### src/rtl/refclk_prescaler_pkg.sv
package refclk_prescaler_pkg;

    localparam int CODE_W  = 4;
    localparam int DIVN_W  = 16;
    localparam int RATIO_W = DIVN_W + 1;

    localparam logic [CODE_W-1:0] CODE_LOW_2K  = 4'd0;
    localparam logic [CODE_W-1:0] CODE_LOW_4K  = 4'd1;
    localparam logic [CODE_W-1:0] CODE_STD_MAX = 4'd13;
    localparam logic [CODE_W-1:0] CODE_ALT_MAX = 4'd3;
    localparam logic [CODE_W-1:0] CODE_RESET   = 4'd15;

    typedef enum logic [1:0] {
        LM_PASS  = 2'd0,
        LM_ALT   = 2'd1,
        LM_TO8K  = 2'd2,
        LM_PROG  = 2'd3
    } lock_mode_e;

    typedef struct packed {
        lock_mode_e          mode;
        logic [CODE_W-1:0]   code;
        logic [DIVN_W-1:0]   divn;
        logic                fall_sel;
    } cfg_t;

    typedef struct packed {
        logic                legal;
        logic                use_fall;
        logic [RATIO_W-1:0]  ratio;
    } plan_t;

    localparam cfg_t CFG_RESET = '{mode: LM_PASS, code: CODE_RESET,
                                   divn: '0, fall_sel: 1'b0};

    // Ratio that brings a standard rate down to 8 kHz; zero marks no whole ratio.
    function automatic logic [RATIO_W-1:0] to8k_ratio(input logic [CODE_W-1:0] code);
        logic [RATIO_W-1:0] r;
        case (code)
            4'd0, 4'd1, 4'd2: r = RATIO_W'(1);
            4'd3:  r = RATIO_W'(193);
            4'd4:  r = RATIO_W'(256);
            4'd5:  r = RATIO_W'(625);
            4'd6:  r = RATIO_W'(789);
            4'd7:  r = RATIO_W'(810);
            4'd8:  r = RATIO_W'(2430);
            4'd9:  r = RATIO_W'(3240);
            4'd11: r = RATIO_W'(4860);
            4'd12: r = RATIO_W'(6480);
            4'd13: r = RATIO_W'(9720);
            default: r = '0;
        endcase
        return r;
    endfunction

    // Reduction of an alternate high rate to its standard neighbour.
    function automatic logic [RATIO_W-1:0] alt_ratio(input logic [CODE_W-1:0] code);
        logic [RATIO_W-1:0] r;
        case (code)
            4'd0:    r = RATIO_W'(2);
            4'd1:    r = RATIO_W'(5);
            4'd2:    r = RATIO_W'(2);
            4'd3:    r = RATIO_W'(4);
            default: r = '0;
        endcase
        return r;
    endfunction

endpackage

### src/rtl/refclk_cfg_decode.sv
module refclk_cfg_decode
    import refclk_prescaler_pkg::*;
(
    input  cfg_t  cfg_i,
    output plan_t plan_o
);

    logic [RATIO_W-1:0] r8k;
    logic [RATIO_W-1:0] ralt;
    logic               low_rate;

    assign r8k      = to8k_ratio(cfg_i.code);
    assign ralt     = alt_ratio(cfg_i.code);
    assign low_rate = (cfg_i.code == CODE_LOW_2K) || (cfg_i.code == CODE_LOW_4K);

    always_comb begin
        plan_o.legal    = 1'b0;
        plan_o.use_fall = 1'b0;
        plan_o.ratio    = RATIO_W'(1);
        unique case (cfg_i.mode)
            LM_PASS: begin
                plan_o.legal = (cfg_i.code <= CODE_STD_MAX);
            end
            LM_ALT: begin
                plan_o.legal = (cfg_i.code <= CODE_ALT_MAX);
                if (plan_o.legal) plan_o.ratio = ralt;
            end
            LM_TO8K: begin
                plan_o.legal = (r8k != '0);
                if (plan_o.legal) plan_o.ratio = r8k;
                plan_o.use_fall = plan_o.legal && !low_rate && cfg_i.fall_sel;
            end
            LM_PROG: begin
                plan_o.legal = (cfg_i.code <= CODE_STD_MAX);
                plan_o.ratio = {1'b0, cfg_i.divn} + RATIO_W'(1);
            end
            default: begin
                plan_o.legal = 1'b0;
            end
        endcase
    end

    always_comb begin
        assert_ratio_nonzero_R7 : assert (plan_o.ratio != '0);
    end

endmodule

### src/rtl/refclk_ratio_counter.sv
module refclk_ratio_counter #(
    parameter int CNT_W = 17
) (
    input  logic             clk,
    input  logic             rst,
    input  logic             clear_i,
    input  logic             enable_i,
    input  logic             edge_i,
    input  logic [CNT_W-1:0] ratio_i,
    output logic             strobe_o
);

    logic [CNT_W-1:0] cnt_q;
    logic             at_last;

    assign at_last = (cnt_q == ratio_i - CNT_W'(1));

    always_ff @(posedge clk) begin
        if (rst) begin
            cnt_q    <= '0;
            strobe_o <= 1'b0;
        end else begin
            strobe_o <= 1'b0;
            if (clear_i) begin
                cnt_q <= '0;
            end else if (enable_i && edge_i) begin
                if (at_last) begin
                    cnt_q    <= '0;
                    strobe_o <= 1'b1;
                end else begin
                    cnt_q <= cnt_q + CNT_W'(1);
                end
            end
        end
    end

    assert_cnt_below_ratio_R8 : assert property (@(posedge clk) disable iff (rst)
        enable_i |-> (cnt_q < ratio_i));

    assert_strobe_from_edge_R8 : assert property (@(posedge clk) disable iff (rst)
        strobe_o |-> $past(edge_i && enable_i && !clear_i));

endmodule

### src/rtl/refclk_prescaler.sv
module refclk_prescaler
    import refclk_prescaler_pkg::*;
(
    input  logic              clk,
    input  logic              rst,
    input  logic              edge_rise_i,
    input  logic              edge_fall_i,
    input  logic [1:0]        mode_i,
    input  logic [3:0]        freq_code_i,
    input  logic [15:0]       div_n_i,
    input  logic              fall_sel_i,
    output logic              cmp_strobe_o,
    output logic              cfg_valid_o
);

    cfg_t  cfg_in;
    cfg_t  cfg_q;
    plan_t plan;
    logic  cfg_change;
    logic  edge_pick;

    assign cfg_in = '{mode: lock_mode_e'(mode_i), code: freq_code_i,
                      divn: div_n_i, fall_sel: fall_sel_i};

    always_ff @(posedge clk) begin
        if (rst) cfg_q <= CFG_RESET;
        else     cfg_q <= cfg_in;
    end

    assign cfg_change = (cfg_in != cfg_q);

    refclk_cfg_decode u_decode (
        .cfg_i  (cfg_q),
        .plan_o (plan)
    );

    assign edge_pick = plan.use_fall ? edge_fall_i : edge_rise_i;

    refclk_ratio_counter #(.CNT_W(RATIO_W)) u_counter (
        .clk      (clk),
        .rst      (rst),
        .clear_i  (cfg_change),
        .enable_i (plan.legal),
        .edge_i   (edge_pick),
        .ratio_i  (plan.ratio),
        .strobe_o (cmp_strobe_o)
    );

    assign cfg_valid_o = plan.legal;

    assert_unit_ratio_passes_R2 : assert property (@(posedge clk) disable iff (rst)
        (plan.legal && plan.ratio == RATIO_W'(1) && edge_pick && !cfg_change) |=> cmp_strobe_o);

    assert_illegal_is_silent_R10 : assert property (@(posedge clk) disable iff (rst)
        !cfg_valid_o |=> !cmp_strobe_o);

    assert_change_restarts_R9 : assert property (@(posedge clk) disable iff (rst)
        cfg_change |=> !cmp_strobe_o);

endmodule

### config.mk
export PLATFORM = sky130hd
export DESIGN_NAME = refclk_prescaler
export DESIGN_NICKNAME = d
export VERILOG_FILES = /design/src/rtl/refclk_prescaler_pkg.sv /design/src/rtl/refclk_cfg_decode.sv /design/src/rtl/refclk_ratio_counter.sv /design/src/rtl/refclk_prescaler.sv
export SDC_FILE = /design/constraint.sdc
export NUM_CORES = 1
export LEC_CHECK = 0
export CORE_UTILIZATION = 56
export CTS_CLUSTER_DIAMETER = 150
export CTS_CLUSTER_SIZE = 10
export DETAILED_ROUTE_END_ITERATION = 7
export GPL_TIMING_DRIVEN = 0
export PLACE_DENSITY_LB_ADDON = 0.2
export SLEW_MARGIN = 20
export SYNTH_ARGS = -nofsm -noshare
export SYNTH_HDL_FRONTEND = slang
export SYNTH_SLANG_ARGS = --single-unit
### constraint.sdc
create_clock -name clk -period 4.8 [get_ports clk]
set_clock_uncertainty 0.1 [all_clocks]
set_input_delay 0.72 -clock clk [delete_from_list [all_inputs] [get_ports clk]]
set_output_delay 0.72 -clock clk [all_outputs]
set_load 0.01 [all_outputs]
== Word-level counts from Yosys, hierarchy flattened ==
Memory sizes are Yosys's and may differ from the RTL's. A register that Yosys moved wholly into a read port is not among the register bits.
Cells that the tools add are included.
Word-level totals
  memory bits (writable): 0
  bits in read-only memories: 224
  flip-flop bits (word level): 41
  word-level logic and storage cells: 43
  memories: 1
  bits in latches: 0
Operators by class
  multiply operators: 0
  add/sub/neg operators: 3
  divide/modulo/power cells: 0
  shift operators: 0
  bitwise logic cells: 1
  equal/unequal tests: 8
  mux-type cells: 10
  reduce and logical (&&, ||, !) cells: 12
  $lt $le $gt $ge: 2
Memory list
  (name not given): depth 16, width 14, read ports 1, clocked after memory_dff 1, wr ports 0, line refclk_prescaler_pkg.sv:39  | case (code)
Operators by type and width (number)
  $pmux W17 S3: 1
  $mux W17: 2
  $ne A23 B23 Y1: 1
  $add A16 B1 Y17 const B: 1
  $add A17 B1 Y17 const B: 1
  $eq A17 B17 Y1: 1
  $reduce_bool A17 Y1: 1
  $sub A17 B1 Y17 const B: 1
  $pmux W3 S3: 1
  $eq A4 B2 Y1 const B: 2
  $reduce_or A2 Y1: 3
  $eq A2 B2 Y1 const B: 2
  $eq A4 B1 Y1 const B: 1
  $le A4 B2 Y1 const B: 1
  $le A4 B4 Y1 const B: 1
  $logic_not A4 Y1: 1
  $mux W4: 1
  $logic_and A1 B1 Y1: 3
  $mux W1: 3
  $mux W3: 1
  $pmux W1 S3: 1
  $reduce_or A3 Y1: 1
  $eq A2 B1 Y1 const B: 1
  $logic_not A2 Y1: 1
  other kinds (3): 3

== Longest topological paths before layout ==
Gate-level depths: netlist of run 1.
  depth after elaboration: 10
  mapped depth: 16

== Cells and area by module ==
From an unflattened synthesis of run 1, not the netlist that was laid out.
Second synthesis, totals
  cell total of the unflattened synthesis: 427
  area, all modules: 3419.5 µm²
By module, submodules not included
  refclk_ratio_counter: cells each 193, sequential area each 360.3 µm², area each 1530.2 µm², times used 1
  refclk_cfg_decode: cells each 154, sequential area each 0.0 µm², area each 1017.2 µm², times used 1
  refclk_prescaler: cells each 80, sequential area each 460.4 µm², area each 872.1 µm², times used 1

== Least setup slack after synthesis of run 1 ==
No wires, ideal clock.
  path kind: register to register
  start: reg cfg_q[21] (netlist bit)
  end: reg u_counter.cnt_q[15]
  slack: 1198 ps
  cell stages (with the launch flop): 17
  library setup time: 115 ps
  required time: 4585 ps
  data arrival time: 3387 ps
  cells stage by stage: dfxtp_1 inv_1 ha_1 buf_2 a21oi_1 o2111ai_1 inv_1 ha_1 inv_1 nor4_2 a211oi_1 nand4b_1 a2111o_1 or4_4 o31ai_4 buf_6 nor2_2
Between the ends
  longest elaborated chain between the ends: 5
  elaborated cells on any way between the ends: 15
  those cells by class: 1 x add/sub; 5 x eq/ne; 5 x mux; 4 x reduce/logical
RTL lines
  start, declared: line refclk_prescaler.sv:17  | cfg_t cfg_q;
  start signal, assigned: line refclk_prescaler.sv:27  | else cfg_q <= cfg_in;
  $eq A2 B2 Y1 or $eq A2 B1 Y1 (tied branches): line refclk_cfg_decode.sv:20  | unique case (cfg_i.mode)
  $pmux W17 S3: line refclk_cfg_decode.sv:20
  $sub A17 B1 Y17: line refclk_ratio_counter.sv:16  | assign at_last = (cnt_q == ratio_i - CNT_W'(1));
  $eq A17 B17 Y1: line refclk_ratio_counter.sv:16
  $mux W17: line refclk_ratio_counter.sv:27  | if (at_last) begin
  end signal, assigned: line refclk_ratio_counter.sv:31  | cnt_q <= cnt_q + CNT_W'(1);
  end, declared: line refclk_ratio_counter.sv:13  | logic [CNT_W-1:0] cnt_q;
Several ways; a longest one is shown, not always the timed one.
A chain may end at the register's enable or synchronous reset.

== Final worst setup path of run 1 ==
  start: reg cfg_q[21] (netlist bit)
  end: reg u_counter.cnt_q[4]
Same word-level chain as after synthesis.

==> results of run 1 <==
stage by stage:
stage	power, mW	cells	cell area (µm²)	setup WS, ps
finish	0.920	560	4260	695
global route	0.965	560	4260	371
CTS	0.924	560	4260	685
detailed placement	0.675	552	4180	728
global placement	0.671	552	4180	769
floorplan	0.615	447	3800	1200
synthesized netlist by cell type, drive strengths merged (6+ instances only):
| cell type | instances |
|---|---|
| buf | 12 |
| nor3 | 10 |
| and3 | 9 |
| mux2i | 7 |
| a211oi | 6 |
| o21ai | 17 |
| nor2b | 30 |
| inv | 17 |
| a21oi | 15 |
| nand4 | 13 |
| nand3 | 15 |
| nor2 | 38 |
| nor4 | 12 |
| clkbuf | 9 |
| dfxtp | 55 |
| xor2 | 30 |
| xnor2 | 33 |
| ha | 11 |
| nand2 | 35 |
placed cells by master, fill, tap and decap left out, types with 17 or more instances in the layout:
master           instances
o21ai_0                 17
dfxtp_1                 55
xor2_1                  29
nor2b_1                 30
clkdlybuf4s50_1         28
nand2_1                 35
inv_1                   17
xnor2_1                 32
nor2_1                  28
per-layer routing:
| metal | routed length [µm] | up-vias | track usage |
|---|---|---|---|
| met5 | 0 | - | 0 |
| met4 | 80 | 0 | 0.0663 |
| met3 | 300 | 7 | 0.0383 |
| met2 | 4040 | 56 | 0.446 |
| met1 | 4110 | 1521 | 0.337 |
| li1 | - | 1633 | - |
flip-flops by register name, summed over array words and instances (netlist names):
register            count
cfg_q                  23
u_decode.r8k           14
u_counter.cnt_q        17
u_counter.strobe_o      1
logic make-up after synthesis:
| kind of cell | share of synthesized area |
|---|---|
| AOI/OAI and AO/OA | 0.143 |
| adders and majority gates | 0.0362 |
| and+or+nand+nor | 0.311 |
| DFF | 0.290 |
| muxes | 0.0194 |
| xor gates and xnor gates | 0.152 |
| buffers and inverters | 0.0487 |
layout make-up:
class,count,share of cell area
multi-input cells,354,0.590
inverters,17,0.0150
plain buffers,21,0.0285
flip-flops and latches,55,0.258
clock inverters,2,0.00294
well taps,77,0.0226
clock buffers,6,0.0170
repair buffers,28,0.0658
report_power, final:
group / switching [mW] / internal [mW] / leakage (nW)
combinational: 0.0916 / 0.0838 / 1.08
sequential: 0.0190 / 0.474 / 0.452
clock: 0.149 / 0.102 / 0.0412
total: 0.260 / 0.660 / 1.57
worst paths after layout:
| check | start | slack (ps) | to | depth (start not counted) |
|---|---|---|---|---|
| worst min register to register | u_counter.cnt_q[16]$_SDFFE_PP0P_ | 460 | u_counter.cnt_q[16]$_SDFFE_PP0P_ | 2 |
| worst max-delay path | cfg_q[21]$_SDFF_PP0_ | 690 | u_counter.cnt_q[4]$_SDFFE_PP0P_ | 16 |
| worst min-delay path | u_counter.cnt_q[16]$_SDFFE_PP0P_ | 460 | u_counter.cnt_q[16]$_SDFFE_PP0P_ | 2 |
| worst max register to register | cfg_q[21]$_SDFF_PP0_ | 690 | u_counter.cnt_q[4]$_SDFFE_PP0P_ | 16 |
tightest hold or removal path: stages, from the launching register on:
cell	delay, ps
dfxtp_1	380
xor2_1	90
nor2_2	60
==> results.json, run 1 <==
{
  "status": "complete, but fails checks",
  "violations": "DRC",
  "p_leak_nw": 1.57,
  "antenna_found_initial": 0,
  "vias": 3217,
  "drtIter0Drc": 203,
  "power_density_nw_per_um2": 216,
  "cpPeakStageDelay_ps": 460,
  "cts_tree": "yes",
  "numCtsBuffers": 5,
  "grt_pass1_vias": 3166,
  "crit_top_cell": "inv_1",
  "synth_area_leaders": "dfxtp_1, xnor2_1, xor2_1",
  "hold_viol_final": 0,
  "diodes": 0,
  "grt_pass1_wl_um": 14700,
  "ir_drop_uv": 147,
  "critPathTopFamily": "compound AO/OA/AOI/OAI gates",
  "final_antenna_net_count": 0,
  "port_buffers": 28,
  "finalCoreUtilization": 0.660,
  "synth_edf_count": 0,
  "drc": 4,
  "post-cts-setup-buffers": 0,
  "critPathLaunchType": "flip-flop",
  "cp.arrival_ps": 4210,
  "place_congestion": 0.881,
  "path_cells": "inv_1 > ha_1 > buf_2 > a21oi_1 > o2111ai_1 > inv_1 > ha_1 > inv_1 > nor4_2 > a211oi_1 > nand4b_1 > a2111o_1 > or4_4 > o31ai_4 > buf_6 > nor2_2",
  "fp.dieArea_um2": 7120,
  "drt_wl_total_um": 8530,
  "cts_root_buf": "clkbuf_8",
  "drv_cap": 0,
  "core_area_um2": 6460,
  "worst_slew_pin_slew_ps": 641,
  "n_fill_cell": 541,
  "avgRoutedWirePerCell_um": 15.2,
  "clk_latency_ps": 310,
  "netlist_instances": 447,
  "fp.dieW_um": 84.4,
  "pin_count": 29,
  "yosysSeqAreaShare": 0.290,
  "fin_crit_sh": 0.855,
  "start_util": 0.588,
  "regArea_um2": 1100,
  "synth_flop_cell": "dfxtp_1",
  "grtUsageTotal": 0.257,
  "fmax_mhz": 244,
  "synth.cell_area_um2": 3800,
  "post-route-min-period_ps": 4110,
  "hold_buffers": 0,
  "crit_path_max_fanout": 10,
  "final_layout_size_suffix_gt1_frac": 0.118,
  "dieHeight_um": 84.4,
  "syn_nets": 485,
  "nNetsFinal": 520,
  "slowest_stage": "or4_4",
  "tns_ps": 0,
  "setup_viol": 0,
  "synth_cell_types": 71,
  "worstPathRequired_ps": 4910,
  "cts_resized": 0,
  "slew_headroom": 0.568,
  "crit_buf_inv": 5,
  "cts.clk_slew.worst_paths_ps": 90,
  "worstSetupEndpointType": "flip-flop",
  "drv_slew": 0,
  "rsz0062_at_grt": "no",
  "yosysTopAreaCell": "dfxtp_1",
  "grt_max_degree": 17,
  "dp_hpwl_um": 6660,
  "timing.hold.ws_ps": 460,
  "async_reset_ff_frac": 0,
  "hold_path_class": "flip-flop to flip-flop",
  "synth_top_area_frac": 0.290,
  "avgSynthCellArea_um2": 8.50,
  "grt_overflow": 0,
  "synth-seq-cells": 55,
  "cts_max_level": 2,
  "syn2layout_area_growth_pct": 12.2,
  "cts_sinks": 55,
  "rows": 29,
  "criticalPathCategory": "flip-flop to flip-flop",
  "viasPerCell": 5.74,
  "dr.pass1.iters": 7,
  "yosysWarnings": 0,
  "multi_input_area_um2": 2510,
  "cts.path.max_buffers": 2
}
Note: power is estimated with default switching activity, not from simulation.
==> run 2, diff against run 1 <==
--- a/config.mk
+++ b/config.mk
@@ -11,7 +11,6 @@
 export DETAILED_ROUTE_END_ITERATION = 7
 export GPL_TIMING_DRIVEN = 0
 export PLACE_DENSITY_LB_ADDON = 0.2
-export SLEW_MARGIN = 20
 export SYNTH_ARGS = -nofsm -noshare
 export SYNTH_HDL_FRONTEND = slang
 export SYNTH_SLANG_ARGS = --single-unit
==> results of run 2 <==
Same layout as run 1: the final DEF is identical, and so are final timing and power.
